<file path="config.mk">
export PLATFORM = sky130hd
export DESIGN_NAME = seg_mmu
export DESIGN_NICKNAME = d
export VERILOG_FILES = /design/src/rtl/seg_mmu_pkg.sv /design/src/rtl/seg_mmu_regs.sv /design/src/rtl/seg_mmu_decode.sv /design/src/rtl/seg_mmu_reloc.sv /design/src/rtl/seg_mmu.sv
export SDC_FILE = /design/constraint.sdc
export NUM_CORES = 1
export LEC_CHECK = 0
export ABC_CLOCK_PERIOD_IN_PS = 5100
export BUFFER_PORTS_ARGS = -buffer_cell sky130_fd_sc_hd__buf_2
export CAP_MARGIN = 20
export CORE_ASPECT_RATIO = 1.2
export CORE_MARGIN = 1.5
export CORE_UTILIZATION = 34
export CTS_BUF_LIST = sky130_fd_sc_hd__clkbuf_8
export DETAILED_ROUTE_END_ITERATION = 7
export MAX_ROUTING_LAYER = met4
export PLACE_DENSITY = 0.6
export SYNTH_ARGS = -nofsm -noshare
export SYNTH_HDL_FRONTEND = slang
export SYNTH_SLANG_ARGS = --single-unit
export TNS_END_PERCENT = 1
</file>
<file path="constraint.sdc">
create_clock -name clk -period 5.1 [get_ports clk]
set_clock_uncertainty 0.1 [all_clocks]
set_input_delay 0.765 -clock clk [delete_from_list [all_inputs] [get_ports clk]]
set_output_delay 0.765 -clock clk [all_outputs]
set_load 0.05 [all_outputs]
</file>
<file path="src/rtl/seg_mmu_pkg.sv">
package seg_mmu_pkg;

  localparam int LA_W      = 16;
  localparam int PA_W      = 20;
  localparam int REG_W     = 8;
  localparam int NIB_W     = 4;
  localparam int PAGE_SH   = 12;
  localparam int EXT_BITS  = 3;
  localparam int NUM_REGS  = 4;
  localparam int CFG_AW    = $clog2(NUM_REGS);

  localparam int REG_BOUND = 0;
  localparam int REG_DBASE = 1;
  localparam int REG_SBASE = 2;
  localparam int REG_PAGE  = 3;

  localparam logic [REG_W-1:0] BOUND_RST = 8'hD8;

  typedef enum logic [1:0] {
    RGN_ROOT  = 2'd0,
    RGN_DATA  = 2'd1,
    RGN_STACK = 2'd2,
    RGN_EXT   = 2'd3
  } region_e;

  function automatic logic [REG_W-1:0] reg_reset(input int idx);
    return (idx == REG_BOUND) ? BOUND_RST : '0;
  endfunction

endpackage

</file>
<file path="src/rtl/seg_mmu_regs.sv">
module seg_mmu_regs
  import seg_mmu_pkg::*;
#(
  parameter int N_REGS = NUM_REGS,
  parameter int AW     = CFG_AW,
  parameter int DW     = REG_W
) (
  input  logic                     clk,
  input  logic                     rst,
  input  logic                     we_i,
  input  logic [AW-1:0]            addr_i,
  input  logic [DW-1:0]            wdata_i,
  output logic [N_REGS-1:0][DW-1:0] regs_o
);

  for (genvar g = 0; g < N_REGS; g++) begin : g_reg
    logic [DW-1:0] q;
    always_ff @(posedge clk) begin
      if (rst) begin
        q <= reg_reset(g);
      end else if (we_i && (addr_i == AW'(g))) begin
        q <= wdata_i;
      end
    end
    assign regs_o[g] = q;
  end

endmodule

</file>
<file path="src/rtl/seg_mmu_decode.sv">
module seg_mmu_decode
  import seg_mmu_pkg::*;
#(
  parameter int NW = NIB_W,
  parameter int XB = EXT_BITS
) (
  input  logic [NW-1:0]   nib_i,
  input  logic [2*NW-1:0] bound_i,
  output region_e         region_o
);

  localparam int XLO = NW - XB;

  logic [NW-1:0] data_start;
  logic [NW-1:0] stack_start;
  logic          in_ext;
  logic          in_stack;
  logic          in_data;

  assign data_start  = bound_i[NW-1:0];
  assign stack_start = bound_i[2*NW-1:NW];
  assign in_ext      = &nib_i[NW-1:XLO];
  assign in_stack    = (nib_i >= stack_start);
  assign in_data     = (nib_i >= data_start);

  // Priority: extended window, then stack, then data, then root.
  always_comb begin
    if (in_ext)        region_o = RGN_EXT;
    else if (in_stack) region_o = RGN_STACK;
    else if (in_data)  region_o = RGN_DATA;
    else               region_o = RGN_ROOT;
  end

endmodule

</file>
<file path="src/rtl/seg_mmu_reloc.sv">
module seg_mmu_reloc
  import seg_mmu_pkg::*;
#(
  parameter int LW = LA_W,
  parameter int PW = PA_W,
  parameter int BW = REG_W,
  parameter int SH = PAGE_SH
) (
  input  logic [LW-1:0]      la_i,
  input  logic [2:0][BW-1:0] base_i,
  input  region_e            region_i,
  output logic [PW-1:0]      pa_o
);

  // base_i index: 0 data, 1 stack, 2 page.
  logic [2:0][PW-1:0] sum;

  for (genvar k = 0; k < 3; k++) begin : g_add
    logic [PW-1:0] offs;
    assign offs   = PW'(base_i[k]) << SH;
    assign sum[k] = PW'(la_i) + offs;
  end

  always_comb begin
    unique case (region_i)
      RGN_DATA:  pa_o = sum[0];
      RGN_STACK: pa_o = sum[1];
      RGN_EXT:   pa_o = sum[2];
      default:   pa_o = PW'(la_i);
    endcase
  end

endmodule

</file>
<file path="src/rtl/seg_mmu.sv">
module seg_mmu
  import seg_mmu_pkg::*;
#(
  parameter int LW = LA_W,
  parameter int PW = PA_W,
  parameter int BW = REG_W,
  parameter int AW = CFG_AW
) (
  input  logic          clk,
  input  logic          rst,
  input  logic          cfg_we_i,
  input  logic [AW-1:0] cfg_addr_i,
  input  logic [BW-1:0] cfg_wdata_i,
  input  logic [LW-1:0] la_i,
  output logic [PW-1:0] pa_o,
  output logic [1:0]    region_o
);

  localparam int NW = BW / 2;

  logic [NUM_REGS-1:0][BW-1:0] regs;
  logic [BW-1:0]               bound_q;
  logic [BW-1:0]               data_base_q;
  logic [BW-1:0]               stack_base_q;
  logic [BW-1:0]               page_q;
  region_e                     region;

  seg_mmu_regs #(.N_REGS(NUM_REGS), .AW(AW), .DW(BW)) regs_i (
    .clk     (clk),
    .rst     (rst),
    .we_i    (cfg_we_i),
    .addr_i  (cfg_addr_i),
    .wdata_i (cfg_wdata_i),
    .regs_o  (regs)
  );

  assign bound_q      = regs[REG_BOUND];
  assign data_base_q  = regs[REG_DBASE];
  assign stack_base_q = regs[REG_SBASE];
  assign page_q       = regs[REG_PAGE];

  seg_mmu_decode #(.NW(NW), .XB(EXT_BITS)) dec_i (
    .nib_i    (la_i[LW-1 -: NW]),
    .bound_i  (bound_q),
    .region_o (region)
  );

  seg_mmu_reloc #(.LW(LW), .PW(PW), .BW(BW), .SH(PAGE_SH)) rel_i (
    .la_i     (la_i),
    .base_i   ({page_q, stack_base_q, data_base_q}),
    .region_i (region),
    .pa_o     (pa_o)
  );

  assign region_o = region;

endmodule

</file>
==> results of run 1 <==
-- stage by stage --
step                      power (W)  worst slack [ps]
after floorplan            0.000413              6.32
after global placement     0.000428               301
after detailed placement   0.000431               217
after CTS                  0.000610               220
after global routing       0.000632              27.4
final                      0.000602               272
-- worst paths after layout --
check,slack (ps),startpoint,to,depth (start not counted)
worst max-delay path,270,la_i[15],pa_o[18],15
worst min-delay path,400,regs_i.g_reg[2].q[5],regs_i.g_reg[2].q[5],2
worst max register to register,4160,regs_i.g_reg[0].q[4],regs_i.g_reg[0].q[4],2
worst min register to register,400,regs_i.g_reg[2].q[5],regs_i.g_reg[2].q[5],2
-- cells in the mapped netlist --
cell type  count  area [um^2]
nor2_1        38          143
a311oi_2       1         15.0
a21oi_1        8         40.0
xor2_1         1         8.76
fa_1           1         20.0
o211a_1        1         10.0
xnor2_1        2         17.5
dfxtp_1       32          641
nand3_2        2         20.0
ha_1          12          150
a21o_1         7         52.6
a221oi_4       1         26.3
mux2_1         1         11.3
nand2b_1       2         12.5
a211oi_1       1         7.51
a311oi_1       1         8.76
nor3_1         1         5.00
nand3_1        4         20.0
nor2b_1        2         12.5
o2bb2ai_1      1         8.76
buf_4         12         90.1
a211oi_2       1         12.5
a211o_1        5         43.8
and3_1         2         12.5
nand2_1        7         26.3
a221o_1        1         10.0
nor3b_2        1         12.5
o21ai_0        8         40.0
inv_1          7         26.3
mux2_2         3         33.8
nor3b_1        1         7.51
mux2i_1       30          300
a31oi_1        3         18.8
and2_4         1         8.76
nand3b_1       2         15.0
o21ai_2        1         8.76
clkbuf_1       7         26.3
-- timing repair --
item / 4_1_cts / 5_1_grt
endpoints found under the setup margin: 0 / 1
hold buffers: 0 / 0
gates resized for setup: 0 / 1
-- critical path, cell delays in order --
cell and delay (ps):
buf_2 140, ha_1 360, and2_4 200, nand3_1 210, nand2_2 200, mux2i_1 240, o21ai_0 110, ha_1 230
fa_1 420, a21o_1 190, a21oi_1 200, a311oi_1 110, a21o_1 220, a21oi_1 110, buf_2 270
-- cell type report --
cell class / instances / area, um^2 / share of cell area (%)
Tap cell: 62 / 77.6 / 3.67
Clock buffer: 5 / 68.8 / 3.25
Clock inverter: 2 / 8.76 / 0.414
Sequential cell: 32 / 641 / 30.3
Multi-Input combinational cell: 153 / 1150 / 54.3
Inverter: 7 / 26.3 / 1.24
Timing Repair Buffer: 28 / 145 / 6.86
-- per-layer routing --
metal	vias to the layer above	routed length (um)	share of wire (%)
met3	6	152	3.5
met2	25	1960	46
met4	0	97	2.3
met1	716	2090	49
met5	-	0	0
li1	763	-	-
-- cell families after synthesis --
family | after synthesis | share of synthesized area, %
xor gates and xnor gates | 3 | 1.37
and+or+nand+nor | 63 | 15.4
adders and majority gates | 13 | 8.85
AOI/OAI and AO/OA | 40 | 15.7
muxes | 34 | 18.0
buffers and inverters | 26 | 7.42
DFF | 32 | 33.3
-- power groups by stage --
stage	clock, W	combinational [W]	sequential (W)
after floorplan	0	0.000145	0.000268
after global placement	0	0.000159	0.000270
after detailed placement	0	0.000161	0.000270
after CTS	0.000184	0.000162	0.000264
after global routing	0.000192	0.000175	0.000265
final	0.000177	0.000161	0.000264
==> flow_summary.ini, run 1 <==
[global_routing]
grt.total_usage_pct = 15.3
busiest_layer = met2
grt_pass1_wl_um = 6920
met1_usage_pct = 19.0
grt_pass1_vias = 1405
grt.overflow.total = 0
use_met3_pct = 3.33
grt_max_degree = 33
antenna_found_initial = 0
grt.met2_usage_pct = 23.1

[synth]
synthesis.area_um2 = 1920
ys_seq_area_share_pct = 33.3
yosysUniqueCellTypes = 37
syn_nets = 253
synth_seq_cells = 32
syn_inst = 211
syn_avg_cell_area_um2 = 9.11
yosys_warnings = 0

[clock_tree]
clkSinkCount = 32
clk_pin_slew_worst_paths_ps = 60
clock-root-buffer = clkbuf_8
cts_buffers = 5
clkLatencyLatePin_ps = 280
cts_max_level = 2
postCtsSetupBuffers = 0
cts_tree = done
cts_buffer_depth = 2

[placed_design]
dpl-instance-area_um2 = 2030
io_buffers = 26
dp.cells = 282
hpwl_um = 3300
gp_congestion = 0.861

[layout]
postLayoutCoreUtil_pct = 39.4
nets = 269
mostFrequentLayoutCell = nor2_1
fillers = 551
areaGrowthSynthToFinish_pct = 9.95
post-route-cell-area_um2 = 2110
n_antenna_cell = 0
regMostFlops = regs_i.g.q
layout-drive-gt1-share_pct = 20.7
reg.largest.list = regs_i.g.q x32
final_cell_mix = nor2_1 (38), dfxtp_1 (32), mux2i_1 (30)
largest_reg_flops = 32
layout.cells.non_filler = 289

[sta]
setup_viol = 0
tns_ps = 0
period_minus_slack_ps = 4830
rsz0062_at_grt = false
fin_hold_ws_ps = 403
fmax_ghz = 0.207
finalHoldViolCount = 0
relSlewSlack_pct = 37.7
tightest_slew_ps = 931
finalCritPeriodShare_pct = 94.7
finalMaxSlewViolations = 0

[power]
p_switching_w = 0.000197
pwr-share-clk_pct = 29.4
cellLeakagePower_nw = 1.07
comb_power_share_pct = 26.8
seq_power_share_pct = 43.9
vdd_drop_max_v = 0.000102
p_int_w = 0.000406
powerDensity_nw_per_um2 = 285
switching_share_pct = 32.7

[drt]
wl_per_cell_um = 14.9
drtPass1Iterations = 6
ant_nets = 0
drt_iter0_drc = 65
vias_per_cell = 5.22
drc_errors = 6
totalWireLength_um = 4300
dr_total_vias = 1510

[status]
status = complete, but fails checks
failed_checks = design-rule violations

[critical_path]
critPathKind = in2out
cp_max_fo = 6
startpoint_type = input port
cp.arrival_ps = 3960
required_ps = 4240
cp-end-kind = output pin

[die]
die_h_um = 85.4
core_um2 = 5370
start_util_pct = 35.8
rows = 29
io_pins = 51
dieArea_um2 = 6120
fp.dieW_um = 71.7

[job]
cap_violations = 0

[worst_hold_path]
hold_class = reg2reg
Note: power is estimated with default switching activity, not from simulation.
==> run 2: changes to the inputs <==
--- a/config.mk
+++ b/config.mk
@@ -10,11 +10,11 @@
 export CAP_MARGIN = 20
 export CORE_ASPECT_RATIO = 1.2
 export CORE_MARGIN = 1.5
-export CORE_UTILIZATION = 34
+export CORE_UTILIZATION = 40
 export CTS_BUF_LIST = sky130_fd_sc_hd__clkbuf_8
 export DETAILED_ROUTE_END_ITERATION = 7
 export MAX_ROUTING_LAYER = met4
-export PLACE_DENSITY = 0.6
+export PLACE_DENSITY = 0.65
 export SYNTH_ARGS = -nofsm -noshare
 export SYNTH_HDL_FRONTEND = slang
 export SYNTH_SLANG_ARGS = --single-unit
==> run 2 against run 1 <==
Against the previous run: the run now ends clean; clock-buffer cell count up 2; first-iteration DRC count down 28%; fmax up 2.6%; final area up 0.65%; sequential share of layout area down 0.20 points; sequential power about the same; worst setup slack better by 120 ps; global-route usage up 1.7 points; largest power group unchanged; highest routed layer unchanged.
==> flow_summary.ini, run 2 (synthesis results as in run 1) <==
[die]
rows = 27
die_h_um = 79.0
dieArea_um2 = 5230
start_util_pct = 41.9
core_um2 = 4590
fp.dieW_um = 66.3
io_pins = 51

[critical_path]
cp_max_fo = 6
cp.arrival_ps = 3840
startpoint_type = input port
required_ps = 4240
cp-end-kind = output pin
critPathKind = in2out

[clock_tree]
cts_buffer_depth = 2
clk_pin_slew_worst_paths_ps = 60
clkLatencyLatePin_ps = 280
cts_tree = done
cts_buffers = 5
hold_buffers = 0
cts_max_level = 2
clkSinkCount = 32
clock-root-buffer = clkbuf_8
postCtsSetupBuffers = 0

[global_routing]
grt_pass1_wl_um = 6600
grt_max_degree = 33
grt_pass1_vias = 1390
grt.overflow.total = 0
antenna_found_initial = 0
grt.total_usage_pct = 17.0

[placed_design]
gp_congestion = 0.886
dp_slack_ps = 142
hpwl_um = 3060
io_buffers = 26

[layout]
largest_reg_flops = 32
areaGrowthSynthToFinish_pct = 10.7
layout-drive-gt1-share_pct = 21.1
regMostFlops = regs_i.g.q
n_antenna_cell = 0
mostFrequentLayoutCell = nor2_1
reg.largest.list = regs_i.g.q x32
fillers = 475
nets = 269
final_cell_mix = nor2_1 (38), dfxtp_1 (32), mux2i_1 (30)

[sta]
rsz0062_at_grt = false
tns_ps = 0
period_minus_slack_ps = 4710
fin_ws_ps = 393
relSlewSlack_pct = 34.9
finalHoldViolCount = 0
setup_viol = 0
tightest_slew_ps = 972
fmax_ghz = 0.212
finalCritPeriodShare_pct = 92.3
finalMaxSlewViolations = 0

[drt]
wl_per_cell_um = 13.7
ant_nets = 0
vias_per_cell = 5.09
totalWireLength_um = 3900
drc_errors = 0
drt_iter0_drc = 47
dr_total_vias = 1451
drtPass1Iterations = 4

[power]
cellLeakagePower_nw = 1.07
comb_power_share_pct = 25.4
switching_share_pct = 30.5
powerDensity_nw_per_um2 = 293
vdd_drop_max_v = 0.000194
p_switching_w = 0.000190
pwr-share-clk_pct = 32.4
p_int_w = 0.000434
seq_power_share_pct = 42.3

[worst_hold_path]
hold_class = reg2reg

[status]
status = completed

[job]
cap_violations = 0
[run 2: cell type report]
class / count / area (um^2) / area share (%)
multi-input combinational: 153 / 1150 / 53.9
sequential: 32 / 641 / 30.1
timing repair buffer: 28 / 145 / 6.82
clock buffer: 7 / 96.3 / 4.53
tap: 58 / 72.6 / 3.41
inverter: 7 / 26.3 / 1.23
[run 2: power by group through the flow]
stage	clock network (W)	logic [W]	registers, W
3_5_place_dp	0	0.000159	0.000269
5_1_grt	0.000220	0.000174	0.000265
4_1_cts	0.000209	0.000159	0.000264
3_3_place_gp	0	0.000157	0.000269
6_report	0.000202	0.000158	0.000264
2_1_floorplan	0	0.000145	0.000268
[run 2: worst paths after layout]
check,from,to,slack [ps],cells past startpoint
min,regs_i.g_reg[2].q[1],regs_i.g_reg[2].q[1],400,2
min reg2reg,regs_i.g_reg[2].q[1],regs_i.g_reg[2].q[1],400,2
max,la_i[15],pa_o[18],390,15
max reg2reg,regs_i.g_reg[0].q[4],regs_i.g_reg[0].q[4],4150,2
[run 2: what timing repair did]
item                                    4_1_cts  5_1_grt
endpoints found under the hold margin         0        0
endpoints found under the setup margin        0        2
resized for setup                             0        2
[run 2: stage by stage]
step / total power (W) / hold WS, ps / util (%) / instance area (um^2) / std cells
2_1_floorplan: 0.000413 / 357 / - / 1920 / 211
3_3_place_gp: 0.000427 / 376 / 44.2 / 2030 / 278
3_5_place_dp: 0.000428 / 386 / 44.2 / 2030 / 278
4_1_cts: 0.000632 / 399 / 46.3 / 2130 / 285
5_1_grt: 0.000659 / 422 / 46.3 / 2130 / 285
6_report: 0.000624 / 397 / 46.3 / 2130 / 285
[run 2: routing by layer]
metal  up-vias  global-route usage (%)  part of all wire, %
met3         7                    2.12                  3.9
met1       658                    21.6                   49
met2        25                    26.4                   45
met4         0                    8.37                  2.0
met5         -                       -                    0
li1        761                       -                    -
[run 2: worst max-delay path, stage by stage]
cell	delay, ps
buf_2	130
ha_1	350
and2_4	200
a221oi_4	260
nand2_2	170
mux2i_1	160
o21ai_0	90
ha_1	220
fa_1	400
a21o_1	170
a21oi_1	200
a311oi_1	100
a21o_1	210
a21oi_1	110
buf_2	270
